===== src/rtl/sha1_core_pkg.sv =====
// Shared constants, types and helper functions for the single-block SHA-1 core.
// Assumes 32-bit words and a fixed 80-round, 16-word-block algorithm.
package sha1_core_pkg;
    localparam int WORD_W       = 32;
    localparam int BLOCK_WORDS  = 16;
    localparam int STATE_WORDS  = 5;
    localparam int ROUNDS       = 80;
    localparam int PHASE_LEN    = 20;
    localparam int RND_W        = $clog2(ROUNDS);
    localparam int IDX_W        = $clog2(BLOCK_WORDS);
    localparam int BLOCK_W      = WORD_W * BLOCK_WORDS;
    localparam int DIGEST_W     = WORD_W * STATE_WORDS;
    localparam int DIGEST_BYTES = DIGEST_W / 8;

    typedef logic [WORD_W-1:0] word_t;
    typedef logic [RND_W-1:0]  rnd_t;
    typedef logic [IDX_W-1:0]  idx_t;

    typedef struct packed {
        word_t a;
        word_t b;
        word_t c;
        word_t d;
        word_t e;
    } state_t;

    localparam state_t INIT_STATE = '{
        a: 32'h67452301,
        b: 32'hEFCDAB89,
        c: 32'h98BADCFE,
        d: 32'h10325476,
        e: 32'hC3D2E1F0
    };

    localparam rnd_t PH1_START  = rnd_t'(PHASE_LEN);
    localparam rnd_t PH2_START  = rnd_t'(2 * PHASE_LEN);
    localparam rnd_t PH3_START  = rnd_t'(3 * PHASE_LEN);
    localparam rnd_t LAST_RND   = rnd_t'(ROUNDS - 1);
    localparam rnd_t EXPAND_RND = rnd_t'(BLOCK_WORDS);

    // Rotate a word left by n bits.
    function automatic word_t rotl(input word_t x, input int n);
        return (x << n) | (x >> (WORD_W - n));
    endfunction

    // Non-linear mixing function of the round phase.
    function automatic word_t mix_fn(input rnd_t t, input word_t b, input word_t c, input word_t d);
        if (t < PH1_START)      return (b & c) | (~b & d);
        else if (t < PH2_START) return b ^ c ^ d;
        else if (t < PH3_START) return (b & c) | (b & d) | (c & d);
        else                    return b ^ c ^ d;
    endfunction

    // Additive constant of the round phase.
    function automatic word_t phase_const(input rnd_t t);
        if (t < PH1_START)      return 32'h5A827999;
        else if (t < PH2_START) return 32'h6ED9EBA1;
        else if (t < PH3_START) return 32'h8F1BBCDC;
        else                    return 32'hCA62C1D6;
    endfunction
endpackage


===== src/rtl/sha1_msg_sched.sv =====
// Rolling message schedule: holds the 16 most recent schedule words in a
// circular bank. It loads the block on `load` and provides the word for the current
// round. From round 16 on it writes each expanded word back into the slot of
// the word it replaces. Assumes rounds advance by one per `step`.
module sha1_msg_sched
    import sha1_core_pkg::*;
(
    input  logic               clk,
    input  logic               rst_n,
    input  logic               load,
    input  logic [BLOCK_W-1:0] block,
    input  logic               step,
    input  rnd_t               rnd,
    output word_t              w_cur
);
    word_t bank [BLOCK_WORDS];
    word_t expand;
    idx_t  slot;
    logic  expanding;

    assign slot      = rnd[IDX_W-1:0];
    assign expanding = (rnd >= EXPAND_RND);

    // Form the next schedule word from the four taps in the circular bank.
    always_comb begin
        expand = rotl(bank[slot + idx_t'(BLOCK_WORDS - 3)]
                    ^ bank[slot + idx_t'(BLOCK_WORDS - 8)]
                    ^ bank[slot + idx_t'(BLOCK_WORDS - 14)]
                    ^ bank[slot], 1);
        w_cur  = expanding ? expand : bank[slot];
    end

    for (genvar g = 0; g < BLOCK_WORDS; g++) begin : g_slot
        word_t slot_q;

        // Load from the block, or take the expanded word when this slot is due.
        always_ff @(posedge clk) begin
            if (!rst_n)
                slot_q <= '0;
            else if (load)
                slot_q <= block[BLOCK_W-1-g*WORD_W -: WORD_W];
            else if (step && expanding && (slot == idx_t'(g)))
                slot_q <= expand;
        end

        assign bank[g] = slot_q;
    end
endmodule


===== src/rtl/sha1_round_fn.sv =====
// One SHA-1 round, purely combinational: takes the working variables, the
// round number and the schedule word, and returns the updated variables.
module sha1_round_fn
    import sha1_core_pkg::*;
(
    input  state_t cur,
    input  rnd_t   rnd,
    input  word_t  w,
    output state_t nxt
);
    word_t temp;

    // Compute the new 'a' and shift the remaining variables down.
    always_comb begin
        temp  = rotl(cur.a, 5) + mix_fn(rnd, cur.b, cur.c, cur.d)
              + cur.e + phase_const(rnd) + w;
        nxt.a = temp;
        nxt.b = cur.a;
        nxt.c = rotl(cur.b, 30);
        nxt.d = cur.c;
        nxt.e = cur.d;
    end
endmodule


===== src/rtl/sha1_seq_ctrl.sv =====
// Sequencer: accepts a request only when idle, then counts 80 rounds. It
// flags the last round and pulses `done` one cycle after it.
module sha1_seq_ctrl
    import sha1_core_pkg::*;
(
    input  logic clk,
    input  logic rst_n,
    input  logic start,
    output logic accept,
    output logic step,
    output logic last,
    output rnd_t rnd,
    output logic busy,
    output logic done
);
    logic busy_q;
    logic done_q;
    rnd_t rnd_q;

    assign accept = start && !busy_q;
    assign step   = busy_q;
    assign last   = busy_q && (rnd_q == LAST_RND);
    assign rnd    = rnd_q;
    assign busy   = busy_q;
    assign done   = done_q;

    // Advance the round counter and the busy/done flags.
    always_ff @(posedge clk) begin
        if (!rst_n) begin
            busy_q <= 1'b0;
            done_q <= 1'b0;
            rnd_q  <= '0;
        end else begin
            done_q <= last;
            if (accept) begin
                busy_q <= 1'b1;
                rnd_q  <= '0;
            end else if (busy_q) begin
                if (last) begin
                    busy_q <= 1'b0;
                    rnd_q  <= '0;
                end else begin
                    rnd_q <= rnd_q + rnd_t'(1);
                end
            end
        end
    end
endmodule


===== src/rtl/sha1_block_core.sv =====
// Single-block SHA-1 core. Hashes one caller-padded 512-bit block at one
// round per clock. Mode 0 gives the standard result (initial value added,
// a..e big-endian). Mode 1 skips the addition and byte-reverses the 160-bit
// result. Assumes the caller waits for `busy` low before expecting a request to take.
module sha1_block_core
    import sha1_core_pkg::*;
(
    input  logic                clk,
    input  logic                rst_n,
    input  logic                start,
    input  logic                mode,
    input  logic [511:0]        block,
    output logic                busy,
    output logic                done,
    output logic [159:0]        digest
);
    logic   accept, step, last;
    rnd_t   rnd;
    word_t  w_cur;
    state_t state_q, state_nxt;
    logic   mode_q;
    logic [DIGEST_W-1:0] raw_res, std_res, alt_res, digest_q;

    sha1_seq_ctrl u_ctrl (
        .clk    (clk),
        .rst_n  (rst_n),
        .start  (start),
        .accept (accept),
        .step   (step),
        .last   (last),
        .rnd    (rnd),
        .busy   (busy),
        .done   (done)
    );

    sha1_msg_sched u_sched (
        .clk   (clk),
        .rst_n (rst_n),
        .load  (accept),
        .block (block),
        .step  (step),
        .rnd   (rnd),
        .w_cur (w_cur)
    );

    sha1_round_fn u_round (
        .cur (state_q),
        .rnd (rnd),
        .w   (w_cur),
        .nxt (state_nxt)
    );

    assign raw_res = state_nxt;

    // Standard result: add the initial chaining value word by word.
    for (genvar j = 0; j < STATE_WORDS; j++) begin : g_ffwd
        localparam int LSB = j * WORD_W;
        assign std_res[LSB +: WORD_W] = raw_res[LSB +: WORD_W] + INIT_STATE[LSB +: WORD_W];
    end

    // Alternate result: full byte reversal of the round output.
    for (genvar i = 0; i < DIGEST_BYTES; i++) begin : g_brev
        assign alt_res[i*8 +: 8] = raw_res[(DIGEST_BYTES-1-i)*8 +: 8];
    end

    // Working variables: seed on accept, one round per busy cycle.
    always_ff @(posedge clk) begin
        if (!rst_n)
            state_q <= '0;
        else if (accept)
            state_q <= INIT_STATE;
        else if (step)
            state_q <= state_nxt;
    end

    // Capture the output convention together with the block.
    always_ff @(posedge clk) begin
        if (!rst_n)
            mode_q <= 1'b0;
        else if (accept)
            mode_q <= mode;
    end

    // Register the formatted result at the last round.
    always_ff @(posedge clk) begin
        if (!rst_n)
            digest_q <= '0;
        else if (last)
            digest_q <= mode_q ? alt_res : std_res;
    end

    assign digest = digest_q;
endmodule


===== config.mk =====
export PLATFORM = sky130hd
export DESIGN_NAME = sha1_block_core
export DESIGN_NICKNAME = d
export VERILOG_FILES = /design/src/rtl/sha1_core_pkg.sv /design/src/rtl/sha1_msg_sched.sv /design/src/rtl/sha1_round_fn.sv /design/src/rtl/sha1_seq_ctrl.sv /design/src/rtl/sha1_block_core.sv
export SDC_FILE = /design/constraint.sdc
export NUM_CORES = 2
export LEC_CHECK = 0
export BUFFER_PORTS_ARGS = -buffer_cell sky130_fd_sc_hd__buf_2
export CORE_MARGIN = 2
export CORE_UTILIZATION = 50
export DETAILED_ROUTE_END_ITERATION = 16
export PLACE_DENSITY = 0.69
export REMOVE_ABC_BUFFERS = 1
export SLEW_MARGIN = 25
export SYNTH_ARGS = -nofsm -noshare
export SYNTH_HDL_FRONTEND = slang
export SYNTH_SLANG_ARGS = --single-unit

===== constraint.sdc =====
create_clock -name clk -period 8.64 [get_ports clk]
set_input_delay 1.728 -clock clk [delete_from_list [all_inputs] [get_ports clk]]
set_output_delay 1.728 -clock clk [all_outputs]
set_load 0.01 [all_outputs]

After elaboration in Yosys (flattened, before gate mapping)

Cells that the tools add are included.

Word-level logic and storage cells: 186
Register bits after elaboration: 842
Input bits: 516
Output and inout bits: 162

Magnitude comparators: 8
Reductions and logical operators: 39
Multiplexer cells: 58
Bitwise operators: 21
Eq/ne operators: 16
Add/subtract/negate cells: 13

Operator list:

| cell                     | count |
|---|---|
| $mux W32                 | 46 |
| $bmux W32 S4             | 4 |
| $mux W159                | 2 |
| $mux W160                | 1 |
| $xor A32 B32 Y32         | 5 |
| $add A32 B32 Y32         | 4 |
| $and A32 B32 Y32         | 4 |
| $add A32 B32 Y32 const B | 3 |
| $or A32 B32 Y32          | 3 |
| $reduce_bool A2 Y1       | 17 |
| $add A32 B29 Y32 const B | 1 |
| $add A32 B31 Y32 const B | 1 |
| $eq A4 B4 Y1 const B     | 8 |
| $not A32 Y32             | 1 |
| $or A32 B1 Y32           | 1 |
| $or A32 B30 Y32          | 1 |
| $or A32 B5 Y32           | 1 |
| $mux W31                 | 1 |
| $ge A5 B5 Y1 const B     | 4 |
| $not A4 Y5               | 4 |
| $logic_and A1 B1 Y1      | 19 |
| $eq A4 B3 Y1 const B     | 4 |
| $lt A7 B6 Y1 const B     | 2 |
| $add A4 B4 Y4 const B    | 2 |
| 13 further kinds         | 16 |

Longest topological paths before layout

Depth in word-level cells: 13
Mapped depth: 31
Mapped depth without buffers: 25

Modules after synthesis

Synthesis repeated with hierarchy kept, for this count alone.

Cell total of the unflattened synthesis: 5483
Area total of the unflattened synthesis: 55979.9 um2

By module, submodules not included:

| module          | area each (um2) | seq. area each (um2) | cells each | instances |
|---|---|---|---|---|
| sha1_msg_sched  | 33111.8         | 10249.8              | 2769       | 1 |
| sha1_block_core | 15717.6         | 6426.2               | 1833       | 1 |
| sha1_round_fn   | 6739.0          | 0.0                  | 839        | 1 |
| sha1_seq_ctrl   | 411.6           | 180.2                | 42         | 1 |

Worst setup path before layout

OpenSTA, ideal clock, no wires.

Kind: reg-to-reg
From: reg u_ctrl.rnd_q[1], in the netlist u_ctrl.rnd[1]
To: reg digest_q[159], in the netlist digest[159]
Library setup time: 130 ps
Period minus slack after synthesis: 7542 ps
Path slack: 1098 ps
Data required time: 8510 ps
Data arrival time: 7412 ps
Buffers on the path: 6
Stages on the path, launching flop included: 29
Cells stage by stage: dfxtp_1 -> buf_1 -> buf_2 -> inv_2 -> buf_1 -> ha_1 -> clkbuf_1 -> buf_2 -> buf_2 -> mux4_2 -> mux4_2 -> xnor2_1 -> xnor2_1 -> nor2_1 -> a21o_1 -> fa_1 -> inv_1 -> ha_1 -> ha_1 -> nand3_1 -> or4_1 -> o221a_2 -> a31oi_1 -> xnor2_1 -> inv_2 -> a2111oi_4 -> o311ai_2 -> xnor2_1 -> o22ai_2

Cells in the longest elaborated chain, start to end: 13
Elaborated cells on any way between the ends: 42
Classes of those cells: 8 x add/sub; 4 x order compare; 1 x eq/ne; 20 x mux; 8 x bitwise; 1 x reduce/logical

RTL lines:

| what                                                      | RTL line              | text |
|---|---|---|
| start: declaration                                        | sha1_seq_ctrl.sv:18   | `rnd_t rnd_q;` |
| start signal: assignment                                  | sha1_seq_ctrl.sv:43   | `rnd_q <= rnd_q + rnd_t'(1);` |
| branches (longest 13 deep; another with $add A32 B32 Y32) | n/a                   |  |
| end signal: assignment                                    | sha1_block_core.sv:89 | `digest_q <= mode_q ? alt_res : std_res;` |
| end: declaration                                          | sha1_block_core.sv:22 | `logic [DIGEST_W-1:0] raw_res, std_res, alt_res, digest_q;` |

Parallel ways; which one is timed is not known. The select of a mux whose other input is x is not followed.
A chain may end at the register's enable or synchronous reset.

Final worst setup path

From: reg u_ctrl.rnd_q[0], in the netlist u_ctrl.rnd[0]
To: reg digest_q[157], in the netlist digest[157]

Same word-level chain as after synthesis.

==> results by group <==
Status
  • Status: completed

Place
  • Placed insts: 7674
  • Worst-case setup slack after placement: 755 ps
  • Placed cell area: 0.0587 mm²
  • Detailed Place HPWL: 154000 µm
  • Port-buffer cells: 677
  • Last weighted congestion value of the routability-driven placer: 0.978

Global route
  • Maximum number of pins on one net before global-route repair: 229
  • Initial antenna violation count: 31
  • Total gr overflow: 0
  • Via count of the first global-routing pass: 48400
  • GRT Resource Usage Total: 0.383
  • Global-route wire length before repair: 321000 µm

Clocking
  • Sink Count: 842
  • Clock transition at path regs: 70 ps
  • Cell chosen for the clock root: clkbuf_16
  • Clock insertion delay at the later pin of the skew report: 710 ps
  • Gates resized, CTS repair: 0
  • Cts hold-fix bufs: 0
  • Number of CTS-inserted buffers: 95
  • CTS tree: yes
  • H-tree depth: 3
  • Maximum buffer depth of the clock tree: 3
  • Total setup buffers inserted after CTS: 0

Timing
  • Tmin final: 8020 ps
  • Worst path setup slack after routing: 615 ps
  • Unrepaired setup endpoints after global routing: no
  • Final setup violation count: 0
  • Total negative slack for setup checks: 0 ps
  • Hold violation count in the final report: 0
  • Worst Max-Slew Pin Slew: 1150 ps
  • Slew Viols, Final: 0
  • Worst clock skew: 28.9 ps
  • Final worst-path cycle share: 0.929
  • Highest achievable clock rate: 0.125 GHz
  • Worst slew margin: 0.231

Worst setup path
  • Endpoint class of the critical path: register
  • Delay of the slowest cell on the worst path: 850 ps
  • Most frequent CP cell: xnor2_1
  • Worst Setup Path Type: register to register
  • Required time of the worst setup path: 9260 ps
  • Cells along the critical path: buf_4 -> buf_4 -> mux4_2 -> mux4_2 -> xnor2_1 -> xnor2_1 -> nor2_1 -> a21oi_1 -> fa_1 -> ha_1 -> a21oi_1 -> nand2b_1 -> o211ai_1 -> a31oi_1 -> xnor2_1 -> o211a_1 -> o31ai_4 -> a2111oi_4 -> nor3_2 -> xnor2_1 -> a221oi_2
  • Library cell contributing the largest single delay on the critical path: buf_4
  • Crit path arrival time: 8640 ps
  • Critical Path Fanout Max: 60
  • Critical Path Start Type: register

Synth
  • Post-synthesis area per instance: 9.03 µm²
  • Async SR Flop Fraction: 0
  • Fraction of the mapped netlist area in compound gates: 0.160
  • Number of flops mapped to enable cells by yosys: 0
  • Netlist area before placement: 0.0547 mm²
  • Xor and xnor fraction of the mapped netlist area: 0.0415
  • Post-synthesis register bit count: 842
  • Primary FF master, synth: dfxtp_1
  • Largest family of logic cells by synthesized area: multiplexers
  • Proportion of synthesized area in mux cells: 0.221
  • Sequential share of the synthesized area: 0.308
  • Warnings, synthesis: 0
  • Yosys cell types: 94
  • Share of synthesized cell area in full adder, half adder and majority cells: 0.0555
  • Area share of and/or/nand/nor cells after synthesis: 0.160
  • Cells after Synth: 6066

Pwr
  • Peak supply drop: 0.247 mV
  • Leakage dissipation: 24.5 nW
  • Power density over the cells: 268 mW/mm²

Floorplanning
  • Initial Utilization: 0.504
  • Width of the die: 335 µm
  • Core area: 0.109 mm²
  • Die Outline Area: 0.112 mm²
  • Std cell rows: 121
  • Die height: 335 µm
  • Number of I/O pins: 678

Layout
  • Count of non-filler cells in the finished layout: 7862
  • Growth of design area from synthesis to finish: 13.6%
  • Fraction of layout instances using a drive strength above 1: 0.237
  • Final design area excluding fillers: 0.0622 mm²
  • Fillers: 9633
  • Fin nets: 7045

Route
  • Antenna Violating Nets Remaining: 0
  • Post-detailed-routing wire length: 222000 µm
  • DRC violation total after the first TritonRoute iteration: 7054
  • Drt via density: 6.65
  • Total DRC errors in the routed layout: 0
  • Post-DR wirelength/cell: 28.2 µm
  • Total iterations of the first detailed-routing run: 6
  • Via Count: 52300

Run
  • Number of maximum-capacitance constraint violations: 0

Min path
  • Worst hold path type: register to register
## cells by family (layout without fill, tap and decap cells)
group / count (synthesis) / in the layout
simple gates: 2185 / 2185
compound gates: 1239 / 1239
flops: 842 / 842
buf+inv: 728 / 1097
mux: 648 / 648
xor+xnor: 253 / 253
fa+ha+maj: 171 / 171
other cells: 0 / 13
## worst paths after layout
kind / slack, ps / start / endpoint / cells past startpoint
min reg2reg: 450 / digest[87]$_SDFFE_PN0P_ / digest[87]$_SDFFE_PN0P_ / 2
max reg2reg: 620 / u_ctrl.rnd[0]$_SDFFE_PP0P_ / digest[157]$_SDFFE_PN0P_ / 21
max: 620 / u_ctrl.rnd[0]$_SDFFE_PP0P_ / digest[157]$_SDFFE_PN0P_ / 21
min: 450 / digest[87]$_SDFFE_PN0P_ / digest[87]$_SDFFE_PN0P_ / 2
## power by group
group | switching (W) | internal [W] | leakage [nW]
Sequential | 0.000655 | 0.00428 | 6.91
Clock | 0.00182 | 0.00269 | 1.69
Combinational | 0.00435 | 0.00288 | 15.9
Total | 0.00683 | 0.00986 | 24.5
## sequential cells by signal (all words and copies together), names as in the netlist
register,cells
state_q,160
digest,160
u_ctrl.done,1
u_sched.g_slot.slot_q,512
mode_q,1
u_ctrl.busy,1
u_ctrl.rnd,7
## cells in the final DEF (no fill, tap or decap), types with 23 or more instances in the layout
cell type	count
ha_1	49
a211oi_1	53
buf_2	677
mux2_2	23
a21o_1	23
xnor2_1	172
xor2_1	72
a221oi_1	382
inv_1	132
nand3_1	40
buf_4	96
o21ai_0	135
nor2_1	1556
fa_1	120
o211ai_1	52
nand2_1	349
a21oi_1	397
mux2i_1	177
mux4_2	448
dfxtp_1	836
nor3_1	135
clkbuf_16	97
## layout make-up
type	instances	area, µm²	share of cell area
Multi-Input combinational cell	4496	35200	0.566
Sequential cell	842	16900	0.271
Clock buffer	124	2670	0.0429
Antenna cell	13	32.5	0.000523
Inverter	137	524	0.00843
Timing Repair Buffer	786	4380	0.0704
Tap cell	1414	1770	0.0285
Clock inverter	50	759	0.0122
## through the flow
stage / power, W / utilization / hold slack [ps]
global placement: 0.0119 / 0.540 / 436
CTS: 0.0165 / 0.571 / 452
floorplan: 0.0101 / - / 460
detailed placement: 0.0120 / 0.540 / 439
finish: 0.0167 / 0.572 / 446
global route: 0.0174 / 0.572 / 466
## critical path, delay by kind of cell, from the launching register on
| kind | cells | cell delay, ps |
|---|---|---|
| buf+inv | 2 | 1450 |
| fa+ha+maj | 2 | 870 |
| mux | 2 | 1100 |
| flops | 1 | 380 |
| compound gates | 8 | 2500 |
| xor+xnor | 4 | 1260 |
| simple gates | 3 | 310 |
## Yosys cell counts (6+ instances only)
cell type | n | area, µm²
o21bai_1 | 7 | 52.6
nand4_1 | 6 | 37.5
inv_1 | 133 | 499
a21oi_1 | 409 | 2050
and2_1 | 10 | 62.6
o211a_1 | 11 | 110
buf_2 | 73 | 365
a311oi_1 | 8 | 70.1
o211ai_1 | 52 | 390
a211oi_1 | 53 | 398
o21ai_1 | 13 | 65.1
o21a_1 | 9 | 67.6
buf_4 | 34 | 255
clkbuf_1 | 451 | 1690
a21boi_0 | 9 | 67.6
xnor2_1 | 174 | 1520
o221ai_1 | 14 | 123
nor2_1 | 1557 | 5840
a21o_1 | 23 | 173
a221oi_1 | 382 | 3350
mux2_2 | 23 | 259
a31oi_1 | 15 | 93.8
nand2_1 | 354 | 1330
ha_1 | 51 | 638
or4_1 | 6 | 45.0
mux2i_1 | 177 | 1770
xor2_1 | 73 | 639
fa_1 | 120 | 2400
nand2b_1 | 21 | 131
mux4_2 | 448 | 10100
and3_1 | 11 | 68.8
or3_1 | 16 | 100
o31ai_1 | 17 | 128
nor3_1 | 136 | 681
dfxtp_1 | 842 | 16900
nand3_1 | 40 | 200
buf_1 | 31 | 116
o221a_2 | 20 | 225
o21ai_0 | 135 | 676
## metal layers
layer | routed length [µm] | global-route usage
met5 | 199 | 0
met3 | 27300 | 0.0971
met4 | 16400 | 0.240
met2 | 99100 | 0.592
met1 | 78700 | 0.480
Power figures use the tool's default switching activity.
